**src/rtl/muldiv_pkg.sv**
```systemverilog
package muldiv_pkg;
  localparam int unsigned FN_W = 6;

  localparam logic [FN_W-1:0] FN_RD_HI  = 6'd16;
  localparam logic [FN_W-1:0] FN_RD_LO  = 6'd18;
  localparam logic [FN_W-1:0] FN_MUL_S  = 6'd24;
  localparam logic [FN_W-1:0] FN_MUL_U  = 6'd25;
  localparam logic [FN_W-1:0] FN_DIV_S  = 6'd26;
  localparam logic [FN_W-1:0] FN_DIV_U  = 6'd27;

  typedef enum logic [1:0] {
    EN_IDLE = 2'd0,
    EN_RUN  = 2'd1,
    EN_FIN  = 2'd2
  } eng_state_e;

  typedef struct packed {
    logic go;
    logic is_div;
    logic is_signed;
  } op_ctl_t;
endpackage

```
**src/rtl/muldiv_decode.sv**
```systemverilog
module muldiv_decode
  import muldiv_pkg::*;
(
  input  logic [FN_W-1:0] func,
  output op_ctl_t         ctl
);
  always_comb begin
    ctl = '0;
    unique case (func)
      FN_MUL_S: ctl = '{go: 1'b1, is_div: 1'b0, is_signed: 1'b1};
      FN_MUL_U: ctl = '{go: 1'b1, is_div: 1'b0, is_signed: 1'b0};
      FN_DIV_S: ctl = '{go: 1'b1, is_div: 1'b1, is_signed: 1'b1};
      FN_DIV_U: ctl = '{go: 1'b1, is_div: 1'b1, is_signed: 1'b0};
      default:  ctl = '0;
    endcase
  end
endmodule

```
**src/rtl/muldiv_engine.sv**
```systemverilog
module muldiv_engine
  import muldiv_pkg::*;
#(
  parameter int unsigned W = 32
) (
  input  logic         clk,
  input  logic         rst,
  input  logic         start,
  input  logic         is_div,
  input  logic         is_signed,
  input  logic [W-1:0] opa,
  input  logic [W-1:0] opb,
  output logic         busy,
  output logic         fin,
  output logic         div_mode,
  output logic         neg_x,
  output logic         neg_a,
  output logic [W-1:0] raw_hi,
  output logic [W-1:0] raw_lo
);
  localparam int unsigned CNT_W = (W > 2) ? $clog2(W) : 1;
  localparam logic [CNT_W-1:0] LAST_STEP = CNT_W'(W - 1);

  eng_state_e       state_q;
  logic [CNT_W-1:0] step_q;
  logic [W-1:0]     wk_hi_q, wk_lo_q, wk_m_q;
  logic             div_q, negx_q, nega_q;

  // operand magnitudes for the signed forms
  logic         a_neg, b_neg;
  logic [W-1:0] a_mag, b_mag;

  always_comb begin
    a_neg = is_signed & opa[W-1];
    b_neg = is_signed & opb[W-1];
    a_mag = a_neg ? (~opa + 1'b1) : opa;
    b_mag = b_neg ? (~opb + 1'b1) : opb;
  end

  // one iteration of either algorithm
  logic [W:0]   add_sum;
  logic [W:0]   shifted;
  logic [W-1:0] diff;
  logic         fits;
  logic [W-1:0] nx_hi, nx_lo;

  always_comb begin
    add_sum = {1'b0, wk_hi_q} + (wk_lo_q[0] ? {1'b0, wk_m_q} : '0);
    shifted = {wk_hi_q, wk_lo_q[W-1]};
    fits    = (shifted >= {1'b0, wk_m_q});
    diff    = shifted[W-1:0] - wk_m_q;
    if (div_q) begin
      nx_hi = fits ? diff : shifted[W-1:0];
      nx_lo = {wk_lo_q[W-2:0], fits};
    end else begin
      nx_hi = add_sum[W:1];
      nx_lo = {add_sum[0], wk_lo_q[W-1:1]};
    end
  end

  always_ff @(posedge clk) begin
    if (rst) begin
      state_q <= EN_IDLE;
      step_q  <= '0;
      wk_hi_q <= '0;
      wk_lo_q <= '0;
      wk_m_q  <= '0;
      div_q   <= 1'b0;
      negx_q  <= 1'b0;
      nega_q  <= 1'b0;
    end else begin
      unique case (state_q)
        EN_IDLE: begin
          if (start) begin
            state_q <= EN_RUN;
            step_q  <= '0;
            wk_hi_q <= '0;
            wk_lo_q <= is_div ? a_mag : b_mag;
            wk_m_q  <= is_div ? b_mag : a_mag;
            div_q   <= is_div;
            negx_q  <= a_neg ^ b_neg;
            nega_q  <= a_neg;
          end
        end
        EN_RUN: begin
          wk_hi_q <= nx_hi;
          wk_lo_q <= nx_lo;
          if (step_q == LAST_STEP) begin
            state_q <= EN_FIN;
          end else begin
            step_q <= step_q + 1'b1;
          end
        end
        EN_FIN:  state_q <= EN_IDLE;
        default: state_q <= EN_IDLE;
      endcase
    end
  end

  assign busy     = (state_q != EN_IDLE);
  assign fin      = (state_q == EN_FIN);
  assign div_mode = div_q;
  assign neg_x    = negx_q;
  assign neg_a    = nega_q;
  assign raw_hi   = wk_hi_q;
  assign raw_lo   = wk_lo_q;
endmodule

```
**src/rtl/muldiv_fixup.sv**
```systemverilog
module muldiv_fixup #(
  parameter int unsigned W = 32
) (
  input  logic         div_mode,
  input  logic         neg_x,
  input  logic         neg_a,
  input  logic [W-1:0] raw_hi,
  input  logic [W-1:0] raw_lo,
  output logic [W-1:0] res_hi,
  output logic [W-1:0] res_lo
);
  localparam int unsigned PW = 2 * W;

  logic [PW-1:0] prod;
  logic [W-1:0]  quo, rem;

  always_comb begin
    prod = {raw_hi, raw_lo};
    if (neg_x) prod = ~prod + 1'b1;
    quo = neg_x ? (~raw_lo + 1'b1) : raw_lo;
    rem = neg_a ? (~raw_hi + 1'b1) : raw_hi;
    if (div_mode) begin
      res_hi = rem;
      res_lo = quo;
    end else begin
      res_hi = prod[PW-1:W];
      res_lo = prod[W-1:0];
    end
  end
endmodule

```
**src/rtl/muldiv_hilo_regs.sv**
```systemverilog
module muldiv_hilo_regs
  import muldiv_pkg::*;
#(
  parameter int unsigned W = 32
) (
  input  logic            clk,
  input  logic            rst,
  input  logic            wr_en,
  input  logic [W-1:0]    wr_hi,
  input  logic [W-1:0]    wr_lo,
  input  logic            sel_en,
  input  logic [FN_W-1:0] sel_func,
  output logic [W-1:0]    hi_q,
  output logic [W-1:0]    lo_q,
  output logic [W-1:0]    sel_data
);
  always_ff @(posedge clk) begin
    if (rst) begin
      hi_q <= '0;
      lo_q <= '0;
    end else if (wr_en) begin
      hi_q <= wr_hi;
      lo_q <= wr_lo;
    end
  end

  always_comb begin
    sel_data = '0;
    if (sel_en) begin
      if (sel_func == FN_RD_HI)      sel_data = hi_q;
      else if (sel_func == FN_RD_LO) sel_data = lo_q;
    end
  end
endmodule

```
**src/rtl/muldiv_hilo.sv**
```systemverilog
module muldiv_hilo
  import muldiv_pkg::*;
#(
  parameter int unsigned W = 32
) (
  input  logic            clk,
  input  logic            rst,
  input  logic            cmd_valid,
  output logic            cmd_ready,
  input  logic [FN_W-1:0] cmd_func,
  input  logic [W-1:0]    cmd_a,
  input  logic [W-1:0]    cmd_b,
  input  logic            rd_valid,
  input  logic [FN_W-1:0] rd_func,
  output logic            rd_ready,
  output logic [W-1:0]    rd_data,
  output logic            busy
);
  op_ctl_t      ctl;
  logic         start;
  logic         eng_busy, eng_fin, div_mode, neg_x, neg_a;
  logic [W-1:0] raw_hi, raw_lo, res_hi, res_lo;
  logic [W-1:0] hi_q, lo_q;

  muldiv_decode u_decode (
    .func (cmd_func),
    .ctl  (ctl)
  );

  assign start = cmd_valid & cmd_ready & ctl.go;

  muldiv_engine #(.W(W)) u_engine (
    .clk       (clk),
    .rst       (rst),
    .start     (start),
    .is_div    (ctl.is_div),
    .is_signed (ctl.is_signed),
    .opa       (cmd_a),
    .opb       (cmd_b),
    .busy      (eng_busy),
    .fin       (eng_fin),
    .div_mode  (div_mode),
    .neg_x     (neg_x),
    .neg_a     (neg_a),
    .raw_hi    (raw_hi),
    .raw_lo    (raw_lo)
  );

  muldiv_fixup #(.W(W)) u_fixup (
    .div_mode (div_mode),
    .neg_x    (neg_x),
    .neg_a    (neg_a),
    .raw_hi   (raw_hi),
    .raw_lo   (raw_lo),
    .res_hi   (res_hi),
    .res_lo   (res_lo)
  );

  muldiv_hilo_regs #(.W(W)) u_regs (
    .clk      (clk),
    .rst      (rst),
    .wr_en    (eng_fin),
    .wr_hi    (res_hi),
    .wr_lo    (res_lo),
    .sel_en   (rd_valid),
    .sel_func (rd_func),
    .hi_q     (hi_q),
    .lo_q     (lo_q),
    .sel_data (rd_data)
  );

  assign busy      = eng_busy;
  assign cmd_ready = ~eng_busy;
  assign rd_ready  = ~eng_busy;
endmodule

```
**config.mk**
```make
export PLATFORM = sky130hd
export DESIGN_NAME = muldiv_hilo
export DESIGN_NICKNAME = d
export VERILOG_FILES = /design/src/rtl/muldiv_pkg.sv /design/src/rtl/muldiv_decode.sv /design/src/rtl/muldiv_engine.sv /design/src/rtl/muldiv_fixup.sv /design/src/rtl/muldiv_hilo_regs.sv /design/src/rtl/muldiv_hilo.sv
export SDC_FILE = /design/constraint.sdc
export NUM_CORES = 1
export LEC_CHECK = 0
export ABC_AREA = 1
export CORE_AREA = 2 2 216 218
export DETAILED_ROUTE_END_ITERATION = 6
export DIE_AREA = 0 0 218 220
export HOLD_SLACK_MARGIN = 0.1
export REMOVE_ABC_BUFFERS = 1
export SYNTH_ARGS = -nofsm -noshare
export SYNTH_HDL_FRONTEND = slang
export SYNTH_SLANG_ARGS = --single-unit
```
**constraint.sdc**
```tcl
create_clock -name clk -period 3.84 [get_ports clk]
set_input_delay 0.576 -clock clk [delete_from_list [all_inputs] [get_ports clk]]
set_output_delay 0.576 -clock clk [all_outputs]
set_load 0.005 [all_outputs]
```
# == Word-level counts from Yosys, hierarchy flattened ==
# Index checks and enable logic that the tools add are counted.
# op_classes
n_shift,0
n_bitwise,11
n_reduce_logical,7
n_mul,0
div_mod_pow,0
order_cmp,1
n_eq_ne,12
addsub,8
muxes,27
# ops
cell,count
32-bit two-way mux,17
"32-bit by 1-bit adder with 32-bit output, second input constant",4
32-bit inverter,4
32-bit case mux with 2 select lines,2
"64-bit by 1-bit adder with 64-bit output, second input constant",1
64-bit two-way mux,1
64-bit inverter,1
"6-bit by 5-bit == test with 1-bit output, second input constant",6
32-bit by 33-bit adder with 33-bit output,1
33-bit by 32-bit greater-or-equal comparator with 1-bit output,1
32-bit subtractor,1
3-bit case mux with 4 select lines,1
5-bit two-way mux,2
5-bit case mux with 2 select lines,1
2-bit AND reduction,3
"5-bit by 1-bit adder with 5-bit output, second input constant",1
"5-bit == test, second input constant",1
1-bit bitwise AND,4
2-bit two-way mux,2
"2-bit inequality test, second input constant",2
2-bit case mux with 2 select lines,1
2-bit nonzero test,2
3-bit AND reduction,1
"2-bit by 1-bit == test with 1-bit output, second input constant",1
5 further kinds,5
# totals
input_bits,80
output_inout_bits,35
regBits,170
memories,0
mem_bits_rw,0
mem_bits_ro,0
latchBits,0

# == Depth between registers and ports, before layout ==
# depth
depth_word,7
mapped_depth,20

# == Cells and area by module ==
# Synthesis repeated with hierarchy kept, for this count alone.
# unflattened
hier_cells,3229
area_unflattened_um2,17988.5
# modules_own_cells
module,cells_per_inst,n_inst,area_each_um2,seq_area_each_um2
muldiv_engine,2293,1,12441.9,2122.0
muldiv_hilo_regs,404,1,2966.6,1281.2
muldiv_fixup,520,1,2528.7,0.0
muldiv_decode,8,1,30.0,0.0
muldiv_hilo,4,1,21.3,0.0

# == Worst setup path before layout ==
# Ideal clock, no wire load.
# synth_path
path_type,flip-flop to flip-flop
from,register u_engine.wk_lo_q[0] (netlist: u_engine.raw_lo[0])
to,register u_engine.wk_hi_q[21] (netlist: u_engine.raw_hi[21])
arrival_time_ns,2.500
path_stages_with_launch,20
synth_period_minus_slack_ns,2.633
n_path_buf,2
required_time_ns,3.708
setup_slack_ns,1.207
path_cell_list,dfxtp_1 buf_6 clkbuf_1 nand2_1 inv_1 ha_1 inv_1 fa_1 o21ai_0 nand2_1 nand2_1 nand2_1 nand2_1 nand2_1 nand3_1 nand3_1 nand2_1 inv_1 nand2_1 a21oi_1
# synth_via
elab_chain_len,4
# synth_rtl
element,line,text
from (decl),muldiv_engine.sv:26,"logic [W-1:0] wk_hi_q, wk_lo_q, wk_m_q;"
from (signal assigned),muldiv_engine.sv:78,wk_lo_q <= is_div ? a_mag : b_mag;
from (signal assigned),muldiv_engine.sv:87,wk_lo_q <= nx_lo;
32-bit two-way mux,muldiv_engine.sv:48,"add_sum = {1'b0, wk_hi_q} + (wk_lo_q[0] ? {1'b0, wk_m_q} : '0);"
32-bit by 33-bit adder with 33-bit output,muldiv_engine.sv:48,
32-bit two-way mux,muldiv_engine.sv:52,if (div_q) begin
32-bit case mux with 2 select lines,muldiv_engine.sv:72,unique case (state_q)
to (signal assigned),muldiv_engine.sv:86,wk_hi_q <= nx_hi;
to (decl),muldiv_engine.sv:26,
# No other way between the ends.
# A chain may end at the register's enable or synchronous reset.

# == Worst setup path in the final report ==
# layout_path
from,input port rd_func[4]
to,output port rd_data[16]
# layout_via
elab_chain_len,4
# layout_rtl
element,line,text
from (decl),muldiv_hilo.sv:14,"input logic [FN_W-1:0] rd_func,"
6-bit by 5-bit == test with 1-bit output,muldiv_hilo_regs.sv:31,else if (sel_func == FN_RD_LO) sel_data = lo_q;
32-bit two-way mux,muldiv_hilo_regs.sv:31,
32-bit two-way mux *,muldiv_hilo_regs.sv:30,if (sel_func == FN_RD_HI) sel_data = hi_q;
32-bit two-way mux *,muldiv_hilo_regs.sv:29,if (sel_en) begin
to (decl),muldiv_hilo.sv:16,"output logic [W-1:0] rd_data,"
# Every way passes the cells marked *; elsewhere a longest branch is shown, timed or not.

==> metrics.csv <==
metric;value;unit
fin nets;3506;
fmax;319;MHz
sequential share of the synthesized area;18.8;%
HPWL after detailed placement;68300;um
Setup crit end kind;primary output;
RSZ-0062 raised after global routing;no;
Tot GR Track Use;34.8;%
final hold violation count;0;
asr flop ratio synth;0;%
diode count;0;
Slew @ Worst Pin;1090;ps
Synth cell types;50;
initial core utilization;39.5;%
most common cell after layout, fill and taps aside;nand2_1;
PortBufs;114;
CTS buffer count;17;
relative slew slack;26.9;%
leakage;10.2;nW
number of global-route vias before repair;20000;
via count;21900;
Setup WS pre-CTS;657;ps
Total Neg Setup Slack;0;ps
max-cap violations;0;
Total Power;4.82;mW
Residual DRC;0;
power density cells;235;mW/mm2
Reg2Reg Depth;15;
Required @ worst endpoint;3260;ps
CTS tree;yes;
CP startpoint kind;primary input;
IO Pins;115;
first-pass GRT wire length;124000;um
Worst-Skew Late Latency;520;ps
Syn Inst Count;3296;
via/cell ratio;5.51;
met1 usage;48.4;%
initial antenna violation count;0;
type of the worst min-delay path;reg -> reg;
Post-CTS Setup Bufs;0;
flop and latch count out of synthesis;170;
H-tree depth;4;
met3 Usage GRT;4.36;%
clock sinks;170;
syn avg cell area;5.50;um2
hold path depth;2;
Post-Syn Area;0.0181;mm2
outcome;complete, no violations;
DRT iter0 DRCs;2280;
post-route ant nets;0;
Inst Count DP;3942;
Max Buffers Root-to-Sink;2;
GP Congestion;1.05;
met2 usage;51.6;%
crit path time final;3140;ps
gr ovfl total;0;
Root Driver;clkbuf_16;
fill count;5209;
Worst VDD drop;0.325;mV
core area;0.0459;mm2
row cnt;79;
total die area;0.0480;mm2
number of flops mapped to enable cells by yosys;0;
Routed WL per cell;21.1;um
CTS Hold Bufs;0;
1st-pass router iterations;6;
final core occ;44.8;%
grt peak-use layer;met2;
Final setup viols;0;
die width;218;um
Final Cycle Share;81.7;%
area grow syn2layout;13.3;%
Layout Cells excl Fill;3974;
Ys Warns;0;
clock skew;23.9;ps
final worst setup slack;704;ps
ratio of cells with drive above 1 in the final layout;4.04;%
CP Class;in -> out;
Max Slew Vio Count;0;
pin count of the biggest net entering global routing;121;
post_cts resized;0;
area taken by flip-flops and latches;0.00341;mm2
critical-path maximum fanout;32;
commonest non-fill, non-tap cells in the layout;nand2_1, inv_1, nor2_1;
WL final;84000;um
Clock Pin Slew Worst Setup and Hold Paths;90;ps
Synth Flop Type;dfxtp_1;
Data arrival, critical path;2560;ps
Multi-input gate area;0.0124;mm2
Die Y;220;um
[final timing paths]
kind	slack [ps]	end	from
worst max-delay path	700	rd_data[16]	rd_func[4]
worst min-delay path	480	u_engine.step_q[4]	u_engine.step_q[4]
worst max register to register	740	u_engine.raw_hi[21]	u_engine.raw_hi[0]
worst min register to register	480	u_engine.step_q[4]	u_engine.step_q[4]
[logic make-up after synthesis]
family	after synthesis	synth area share [%]
simple gates	1786	41.7
buf+inv	618	13.1
compound gates	550	16.6
flops	170	18.8
xor+xnor	100	4.83
fa+ha+maj	72	5.06
[critical path, stage by stage]
cell,delay [ps]
clkdlybuf4s50_1,450
inv_1,60
nor4_2,260
buf_4,370
nand2_1,100
a21oi_1,190
clkdlybuf4s50_1,530
[flip-flops by register name, summed over array words and instances (netlist names)]
| name | count |
|---|---|
| u_engine.step_q | 5 |
| u_engine.raw_lo | 32 |
| u_engine.div_mode | 1 |
| u_engine.neg_x | 1 |
| u_engine.raw_hi | 32 |
| u_regs.lo_q | 32 |
| u_engine.wk_m_q | 32 |
| u_regs.hi_q | 32 |
| u_engine.neg_a | 1 |
| u_engine.state_q | 2 |
[layer usage]
metal | part of all wire, % | vias up
met5 | 0 | -
met4 | 5.7 | 0
met3 | 7.2 | 141
met2 | 42 | 956
met1 | 46 | 10100
li1 | - | 10700
[through the flow]
step | hold slack (ps) | instance area [um2]
floorplan | 439 | 17600
global placement | 451 | 19900
detailed placement | 468 | 19900
CTS | 480 | 20500
global route | 517 | 20500
finish | 477 | 20500
[power by group]
part,internal (mW),total [mW],switching (mW)
logic,0.350,1.14,0.788
clock network,0.888,1.87,0.979
registers,1.78,1.82,0.0341
[Yosys cell counts, types with 2 or more instances]
master	n	area, um2
and2_1	4	25.0
nor3_1	41	205
clkinv_1	2	7.51
nand3_2	3	30.0
a221oi_1	2	17.5
nand3b_1	23	173
nor3_2	2	20.0
and3_1	6	37.5
buf_1	13	48.8
fa_1	2	40.0
o31ai_1	3	22.5
o211ai_1	31	233
o21bai_1	11	82.6
nand4_1	54	338
a21oi_2	2	17.5
dfxtp_1	170	3400
a22oi_1	2	15.0
clkbuf_1	91	342
inv_2	5	18.8
nor2_4	7	78.8
o21ai_1	8	40.0
xor2_1	75	657
buf_6	3	33.8
nand2_1	955	3580
ha_1	70	876
nand3_1	272	1360
xnor2_1	25	219
o22ai_1	6	37.5
inv_1	488	1830
nor2_1	385	1450
nor4_1	5	31.3
nand2_2	10	62.6
o21a_1	2	15.0
a21oi_1	238	1190
o21ai_0	207	1040
nor2_2	8	50.1
o221ai_1	21	184
a21o_1	3	22.5
or2_2	6	37.5
buf_2	15	75.1
a31oi_1	11	68.8
[cell type report]
class / count / area share [%]
multi-input combinational: 2508 / 60.3
clock inverter: 15 / 0.896
tap: 607 / 3.70
clock buffer: 17 / 2.07
inverter: 495 / 9.05
timing repair buffer: 162 / 7.41
sequential: 170 / 16.6
Note: power is estimated with default switching activity, not from simulation.
